[config.mk]
export PLATFORM = sky130hd
export DESIGN_NAME = serial_adc_poller
export DESIGN_NICKNAME = d
export VERILOG_FILES = /design/src/rtl/seradc_pkg.sv /design/src/rtl/seradc_clkdiv.sv /design/src/rtl/seradc_engine.sv /design/src/rtl/seradc_store.sv /design/src/rtl/seradc_poll.sv /design/src/rtl/serial_adc_poller.sv
export SDC_FILE = /design/constraint.sdc
export NUM_CORES = 1
export LEC_CHECK = 0
export ABC_AREA = 0
export BUFFER_PORTS_ARGS = -buffer_cell sky130_fd_sc_hd__buf_2
export CORE_MARGIN = 4
export CORE_UTILIZATION = 25
export DETAILED_ROUTE_END_ITERATION = 8
export GPL_TIMING_DRIVEN = 0
export SETUP_SLACK_MARGIN = 0.05
export SYNTH_ARGS = -nofsm -noshare
export SYNTH_HDL_FRONTEND = slang
export SYNTH_SLANG_ARGS = --single-unit
[constraint.sdc]
create_clock -name clk -period 2.7 [get_ports clk]
set_input_delay 0.27 -clock clk [delete_from_list [all_inputs] [get_ports clk]]
set_output_delay 0.27 -clock clk [all_outputs]
set_load 0.005 [all_outputs]
[src/rtl/seradc_pkg.sv]
package seradc_pkg;

  typedef enum logic {
    ENG_IDLE  = 1'b0,
    ENG_SHIFT = 1'b1
  } eng_state_e;

  // command word: start marker + single-ended flag + channel bits
  localparam int HDR_BITS = 2;
  // spare clock pulses between command and data
  localparam int GAP_PULSES = 1;

endpackage

[src/rtl/seradc_clkdiv.sv]
module seradc_clkdiv #(
  parameter int DIV_W = 8
) (
  input  logic             clk,
  input  logic             rst_n,
  input  logic             run,
  input  logic [DIV_W-1:0] half_div,
  output logic             half_end
);

  logic [DIV_W-1:0] hcnt_q, hcnt_d;
  logic [DIV_W-1:0] limit;

  always_comb begin
    limit    = (half_div == '0) ? {{(DIV_W-1){1'b0}}, 1'b1} : half_div;
    half_end = run && (hcnt_q == limit - 1'b1);
    if (!run || half_end) hcnt_d = '0;
    else                  hcnt_d = hcnt_q + 1'b1;
  end

  always_ff @(posedge clk or negedge rst_n) begin
    if (!rst_n) hcnt_q <= '0;
    else        hcnt_q <= hcnt_d;
  end

endmodule

[src/rtl/seradc_engine.sv]
module seradc_engine
  import seradc_pkg::*;
#(
  parameter int CH_W   = 2,
  parameter int DATA_W = 8
) (
  input  logic              clk,
  input  logic              rst_n,
  input  logic              go,
  input  logic [CH_W-1:0]   go_chan,
  input  logic              half_end,
  input  logic              sdo,
  output logic              busy,
  output logic              cs_n,
  output logic              sclk,
  output logic              sdi,
  output logic              done,
  output logic [CH_W-1:0]   done_chan,
  output logic [DATA_W-1:0] result
);

  localparam int CMD_BITS = HDR_BITS + CH_W;
  localparam int PULSES   = CMD_BITS + GAP_PULSES + DATA_W;
  localparam int HALVES   = 2 * PULSES;
  localparam int PH_W     = $clog2(HALVES);
  localparam logic [PH_W-1:0] PH_LAST    = PH_W'(HALVES - 1);
  localparam logic [PH_W-1:0] DATA_FIRST = PH_W'(CMD_BITS + GAP_PULSES);

  // bit to drive during pulse pidx
  function automatic logic cmd_bit(input logic [PH_W-1:0] pidx,
                                   input logic [CH_W-1:0] ch);
    logic b;
    b = 1'b0;
    if (pidx < PH_W'(HDR_BITS)) b = 1'b1;
    for (int i = 0; i < CH_W; i++)
      if (pidx == PH_W'(HDR_BITS + i)) b = ch[i];
    return b;
  endfunction

  eng_state_e        state_q, state_d;
  logic [PH_W-1:0]   ph_q, ph_d, ph_nx, pulse_cur, pulse_nx;
  logic [CH_W-1:0]   chan_q, chan_d;
  logic [DATA_W-1:0] shreg_q, shreg_d, shreg_nx;
  logic [DATA_W-1:0] res_q, res_d;
  logic              cs_n_q, cs_n_d;
  logic              sclk_q, sclk_d;
  logic              sdi_q, sdi_d;
  logic              done_q, done_d;

  always_comb begin
    state_d   = state_q;
    ph_d      = ph_q;
    chan_d    = chan_q;
    shreg_d   = shreg_q;
    res_d     = res_q;
    cs_n_d    = cs_n_q;
    sclk_d    = sclk_q;
    sdi_d     = sdi_q;
    done_d    = 1'b0;
    ph_nx     = ph_q + 1'b1;
    pulse_cur = ph_q >> 1;
    pulse_nx  = ph_nx >> 1;
    shreg_nx  = (pulse_cur >= DATA_FIRST) ? {shreg_q[DATA_W-2:0], sdo} : shreg_q;

    if (state_q == ENG_IDLE) begin
      if (go) begin
        state_d = ENG_SHIFT;
        ph_d    = '0;
        chan_d  = go_chan;
        cs_n_d  = 1'b0;
        sclk_d  = 1'b0;
        sdi_d   = cmd_bit('0, go_chan);
        shreg_d = '0;
      end
    end else if (half_end) begin
      if (!ph_q[0]) begin
        // low half over: rising serial edge, command bit stays put
        sclk_d = 1'b1;
        ph_d   = ph_nx;
      end else begin
        // high half over: falling serial edge, sample result line
        sclk_d  = 1'b0;
        shreg_d = shreg_nx;
        if (ph_q == PH_LAST) begin
          state_d = ENG_IDLE;
          ph_d    = '0;
          cs_n_d  = 1'b1;
          sdi_d   = 1'b0;
          done_d  = 1'b1;
          res_d   = shreg_nx;
        end else begin
          ph_d  = ph_nx;
          sdi_d = cmd_bit(pulse_nx, chan_q);
        end
      end
    end
  end

  always_ff @(posedge clk or negedge rst_n) begin
    if (!rst_n) begin
      state_q <= ENG_IDLE;
      ph_q    <= '0;
      chan_q  <= '0;
      shreg_q <= '0;
      res_q   <= '0;
      cs_n_q  <= 1'b1;
      sclk_q  <= 1'b0;
      sdi_q   <= 1'b0;
      done_q  <= 1'b0;
    end else begin
      state_q <= state_d;
      ph_q    <= ph_d;
      chan_q  <= chan_d;
      shreg_q <= shreg_d;
      res_q   <= res_d;
      cs_n_q  <= cs_n_d;
      sclk_q  <= sclk_d;
      sdi_q   <= sdi_d;
      done_q  <= done_d;
    end
  end

  assign busy      = (state_q == ENG_SHIFT);
  assign cs_n      = cs_n_q;
  assign sclk      = sclk_q;
  assign sdi       = sdi_q;
  assign done      = done_q;
  assign done_chan = chan_q;
  assign result    = res_q;

endmodule

[src/rtl/seradc_store.sv]
module seradc_store #(
  parameter int CH_W   = 2,
  parameter int DATA_W = 8
) (
  input  logic              clk,
  input  logic              rst_n,
  input  logic              wr_en,
  input  logic [CH_W-1:0]   wr_chan,
  input  logic [DATA_W-1:0] wr_data,
  input  logic [CH_W-1:0]   rd_chan,
  output logic [DATA_W-1:0] rd_data
);

  localparam int NCH = 1 << CH_W;

  logic [DATA_W-1:0] entry_q [NCH];

  for (genvar g = 0; g < NCH; g++) begin : g_entry
    logic              en;
    logic [DATA_W-1:0] entry_d;
    always_comb begin
      en      = wr_en && (wr_chan == CH_W'(g));
      entry_d = en ? wr_data : entry_q[g];
    end
    always_ff @(posedge clk or negedge rst_n) begin
      if (!rst_n) entry_q[g] <= '0;
      else        entry_q[g] <= entry_d;
    end
  end

  assign rd_data = entry_q[rd_chan];

endmodule

[src/rtl/seradc_poll.sv]
module seradc_poll #(
  parameter int POLL_TICKS = 100
) (
  input  logic clk,
  input  logic rst_n,
  input  logic tick,
  input  logic taken,
  output logic pend
);

  localparam int CNT_W = (POLL_TICKS > 1) ? $clog2(POLL_TICKS) : 1;
  localparam logic [CNT_W-1:0] CNT_LAST = CNT_W'(POLL_TICKS - 1);

  logic [CNT_W-1:0] cnt_q, cnt_d;
  logic             pend_q, pend_d;
  logic             wrap;

  always_comb begin
    wrap   = tick && (cnt_q == CNT_LAST);
    cnt_d  = cnt_q;
    if (tick) cnt_d = wrap ? '0 : cnt_q + 1'b1;
    pend_d = pend_q;
    if (taken) pend_d = 1'b0;
    if (wrap)  pend_d = 1'b1;
  end

  always_ff @(posedge clk or negedge rst_n) begin
    if (!rst_n) begin
      cnt_q  <= '0;
      pend_q <= 1'b1;   // first poll right after reset
    end else begin
      cnt_q  <= cnt_d;
      pend_q <= pend_d;
    end
  end

  assign pend = pend_q;

endmodule

[src/rtl/serial_adc_poller.sv]
module serial_adc_poller #(
  parameter int CH_W       = 2,
  parameter int DATA_W     = 8,
  parameter int DIV_W      = 8,
  parameter int POLL_TICKS = 100,
  parameter int BATT_CHAN  = 3
) (
  input  logic              clk,
  input  logic              rst_n,
  input  logic [DIV_W-1:0]  half_div,
  input  logic              tick,
  input  logic              start,
  input  logic [CH_W-1:0]   chan,
  input  logic              adc_sdo,
  output logic              adc_cs_n,
  output logic              adc_sclk,
  output logic              adc_sdi,
  output logic              busy,
  output logic              done,
  output logic [CH_W-1:0]   done_chan,
  output logic [DATA_W-1:0] result,
  input  logic [CH_W-1:0]   rd_chan,
  output logic [DATA_W-1:0] rd_data
);

  logic [1:0]      rsync_q;
  logic            rst_sn;
  logic            half_end;
  logic            poll_pend;
  logic            go;
  logic            poll_take;
  logic [CH_W-1:0] go_chan;

  always_ff @(posedge clk or negedge rst_n) begin
    if (!rst_n) rsync_q <= 2'b00;
    else        rsync_q <= {rsync_q[0], 1'b1};
  end
  assign rst_sn = rsync_q[1];

  always_comb begin
    go        = !busy && (poll_pend || start);
    poll_take = !busy && poll_pend;
    go_chan   = poll_pend ? CH_W'(BATT_CHAN) : chan;
  end

  seradc_clkdiv #(.DIV_W(DIV_W)) u_div (
    .clk      (clk),
    .rst_n    (rst_sn),
    .run      (busy),
    .half_div (half_div),
    .half_end (half_end)
  );

  seradc_engine #(.CH_W(CH_W), .DATA_W(DATA_W)) u_eng (
    .clk       (clk),
    .rst_n     (rst_sn),
    .go        (go),
    .go_chan   (go_chan),
    .half_end  (half_end),
    .sdo       (adc_sdo),
    .busy      (busy),
    .cs_n      (adc_cs_n),
    .sclk      (adc_sclk),
    .sdi       (adc_sdi),
    .done      (done),
    .done_chan (done_chan),
    .result    (result)
  );

  seradc_store #(.CH_W(CH_W), .DATA_W(DATA_W)) u_store (
    .clk     (clk),
    .rst_n   (rst_sn),
    .wr_en   (done),
    .wr_chan (done_chan),
    .wr_data (result),
    .rd_chan (rd_chan),
    .rd_data (rd_data)
  );

  seradc_poll #(.POLL_TICKS(POLL_TICKS)) u_poll (
    .clk   (clk),
    .rst_n (rst_sn),
    .tick  (tick),
    .taken (poll_take),
    .pend  (poll_pend)
  );

endmodule

==> results_dict.tcl <==
set metrics [dict create \
    drt-total-wl_mm 7.804 \
    max_freq_mhz 390.1 \
    drv_cap 0 \
    layout-drive-gt1-share 0.3441 \
    drt_iter0_drc 149 \
    n_antenna_cell 0 \
    tightest_slew_ns 0.7917 \
    synth_area_sq_mm 0.003717 \
    cp_max_fo 6 \
    gp_routability_congestion 0.7818 \
    status "complete, no violations" \
    die_w_um 129.9 \
    dieArea_sq_mm 0.01688 \
    path_class "input pin to register" \
    area_growth_pct 24.54 \
    endpoint_kind "register" \
    crit_arrival_ns 2.78 \
    synth_top_area_cell "dfrtp_1" \
    synth_area_leaders "dfrtp_1, mux2_2, mux4_2" \
    rows 44 \
    clockBufferDepth 2 \
    slew_viol_final 0 \
    drt-pass1-iter-count 4 \
    setup_viol 0 \
    htreeDepth 3 \
    timing.final.hold_violations 0 \
    cp-start-kind "input pin" \
    antenna_found_initial 0 \
    via_count 2483 \
    cp.required_ns 2.92 \
    synth.avg_cell_area_sq_um 11.95 \
    slowest_delay_ns 0.53 \
    powerDensity_mw_per_mm2 690.6 \
    root_buffer "clkbuf_16" \
    grt_max_degree 67 \
    ys_types 40 \
    hpwl_mm 5.548 \
    ios 40 \
    ys_seq_area_frac 0.5190 \
    cts_sinks 77 \
    postSynthCellCount 311 \
    netlist.area_leader.share 0.5049 \
    die_y_um 129.9 \
    vias_per_cell 4.466 \
    synth_seq_cells 77 \
    final_cell_area_sq_mm 0.004629 \
    portBuffers 37 \
    initial_core_util 0.2558 \
    relSlewSlack 0.4699 \
    rsz0062_at_grt "yes" \
    placed_cell_area_sq_mm 0.004225 \
    drtAntennaViolNets 0 \
    syn_nets 333 \
    finalCritPeriodShare 0.9494 \
    grt_pass1_vias 2522 \
    grt_util_all_layers 0.09705 \
    yosysWarnings 0 \
    p_leak_nw 2.153 \
    nFillCells 1472 \
    hp-class "register to asynchronous set/reset pin" \
    nets 389 \
    cts-buffers-inserted 9 \
    avgRoutedWirePerCell_um 14.04 \
    drc 0 \
    core_area_sq_mm 0.01453 \
    whs_ns 0.1619 \
    cpMaxStageDelayCell "or4_4" \
    fin_skew_ns 0.002970 \
    crit_chain "buf_2, or4_4, o21ba_4, ha_4, nor3b_4, xnor2_1, nor3_2, nand4_4, nor4_4, buf_6, mux2_2" \
    tritoncts "built" \
    grt_overflow_total 0 \
    clk_pin_slew_worst_paths_ns 0.06 \
    fin_crit_ns 2.563 \
    grt_first_pass_wirelength_mm 12.90 \
    ir_drop_mv 0.2882 \
    clkLatencyLatePin_ns 0.33 \
]
[placed cells by master (no fill, tap or decap), types with 2 or more instances in the layout]
cell type,count
nand3b_1,4
nor3_1,5
mux2_4,2
o21ai_0,12
ha_1,4
or3_1,4
and3_1,3
inv_1,12
dfrtp_1,74
or4_4,2
mux4_2,8
a21oi_1,4
o21a_1,2
nand4_1,2
buf_2,36
buf_6,3
nand2b_1,4
buf_4,6
xor2_1,6
clkbuf_1,7
dfstp_2,2
bufinv_16,2
nand2_1,31
mux2_2,41
clkbuf_16,9
o21ai_1,3
xnor2_1,16
nand3_1,7
clkinv_2,2
mux2i_1,13
nor2_1,20
nor3_2,2
o31ai_1,2
[cells by family after synthesis]
group / after synthesis / synth area share
other cells: 1 / 0.001009
fa+ha+maj: 5 / 0.01683
xor+xnor: 22 / 0.05183
flops: 77 / 0.5190
mux: 64 / 0.2137
buf+inv: 22 / 0.02423
simple gates: 92 / 0.1252
compound gates: 28 / 0.04813
[critical path, delay by kind of cell]
kind	cells	cell delay [ns]
buffers and inverters	2	0.29
muxes	1	0.33
AOI/OAI and AO/OA	1	0.22
and+or+nand+nor	5	1.37
adders and majority gates	1	0.16
xor gates and xnor gates	1	0.13
[path summary, 6_finish.rpt]
check	end	slack, ns	start	cells past startpoint
min in group clk	u_eng.shreg_q[0]	0.20	adc_sdo	3
max in group asynchronous	u_poll.pend	1.93	rsync_q[1]	1
max	u_eng.result[2]	0.14	half_div[1]	11
min reg2reg	u_store.entry_q[12]	0.16	rsync_q[1]	0
max reg2reg	u_eng.result[1]	0.56	u_eng.ph_q[2]	6
min	u_store.entry_q[12]	0.16	rsync_q[1]	0
[per-stage QoR]
| stage | setup TNS [ns] | utilization | power [mW] | setup slack [ns] | std cells |
|---|---|---|---|---|---|
| 2_1_floorplan | 0 | - | 1.794 | 0.06091 | 311 |
| 3_3_place_gp | -34.87 | 0.2882 | 1.896 | -0.4236 | 532 |
| 3_5_place_dp | -5.201 | 0.2907 | 1.927 | -0.2977 | 533 |
| 4_1_cts | 0 | 0.3138 | 3.235 | 0.05539 | 550 |
| 5_1_grt | 0 | 0.3185 | 3.365 | 0.02833 | 556 |
| 6_report | 0 | 0.3185 | 3.197 | 0.1367 | 556 |
[layout make-up]
type	count	area, sq um	share of cell area
repair buffers	45	274.0	0.05919
flip-flops and latches	77	1933	0.4176
clock inverters	6	86.33	0.01865
clock buffers	10	239.0	0.05162
well taps	184	230.2	0.04973
multi-input cells	212	1769	0.3822
plain buffers	10	52.55	0.01135
inverters	12	45.04	0.009730
[flip-flops by register name (all words and copies together) (netlist names)]
register         flops
u_store.entry_q     32
u_div.hcnt_q         8
u_eng.result         8
u_eng.shreg_q        8
u_poll.cnt_q         7
u_eng.ph_q           5
rsync_q              2
u_eng.done_chan      2
u_eng.busy           1
u_eng.cs_n           1
u_eng.done           1
u_eng.sdi            1
u_poll.pend          1
[cell usage after synthesis]
| master | instances |
|---|---|
| nand2_1 | 31 |
| nor3_2 | 1 |
| buf_4 | 2 |
| mux4_2 | 8 |
| dfstp_2 | 2 |
| or3_1 | 4 |
| nand4_1 | 2 |
| buf_1 | 1 |
| xnor2_1 | 16 |
| o31ai_1 | 2 |
| a2111oi_0 | 1 |
| o21ba_2 | 1 |
| nand4_4 | 1 |
| a21oi_1 | 4 |
| ha_1 | 5 |
| and3_1 | 3 |
| nor3b_1 | 2 |
| nand2b_1 | 4 |
| nor4_1 | 2 |
| o21a_1 | 2 |
| conb_1 | 1 |
| o21ai_0 | 12 |
| dfrtp_1 | 75 |
| mux2_2 | 43 |
| a21o_1 | 1 |
| nor3_1 | 6 |
| nand3_1 | 8 |
| mux2i_1 | 13 |
| or4_1 | 1 |
| nand3b_1 | 4 |
| o21ai_1 | 3 |
| o21bai_1 | 1 |
| o22ai_4 | 1 |
| nor2b_1 | 1 |
| nor2_1 | 20 |
| nand4b_1 | 1 |
| clkbuf_1 | 7 |
| inv_1 | 12 |
| xor2_1 | 6 |
| or4_4 | 1 |
[report_power, final]
part | leakage (nW) | switching (mW) | internal, mW
clock | 0.158 | 0.465 | 0.832
sequential | 1.02 | 0.140 | 1.27
combinational | 0.971 | 0.243 | 0.247
total | 2.15 | 0.849 | 2.35
[repair_timing]
| item | in CTS | in global routing |
|---|---|---|
| setup endpoints to repair | 0 | 16 |
| resized for setup | 0 | 8 |
| setup buffers | 0 | 5 |
| hold buffers | 1 | 0 |
| hold endpoints to repair | 2 | 0 |
[routing by layer]
metal,track usage,up-vias,routed length [um]
met5,0,-,0
met4,0.02751,0,90
met3,0.03602,10,383
met2,0.1550,35,3830
met1,0.1240,1237,3500
li1,-,1201,-
(Power assumes the default switching activity.)
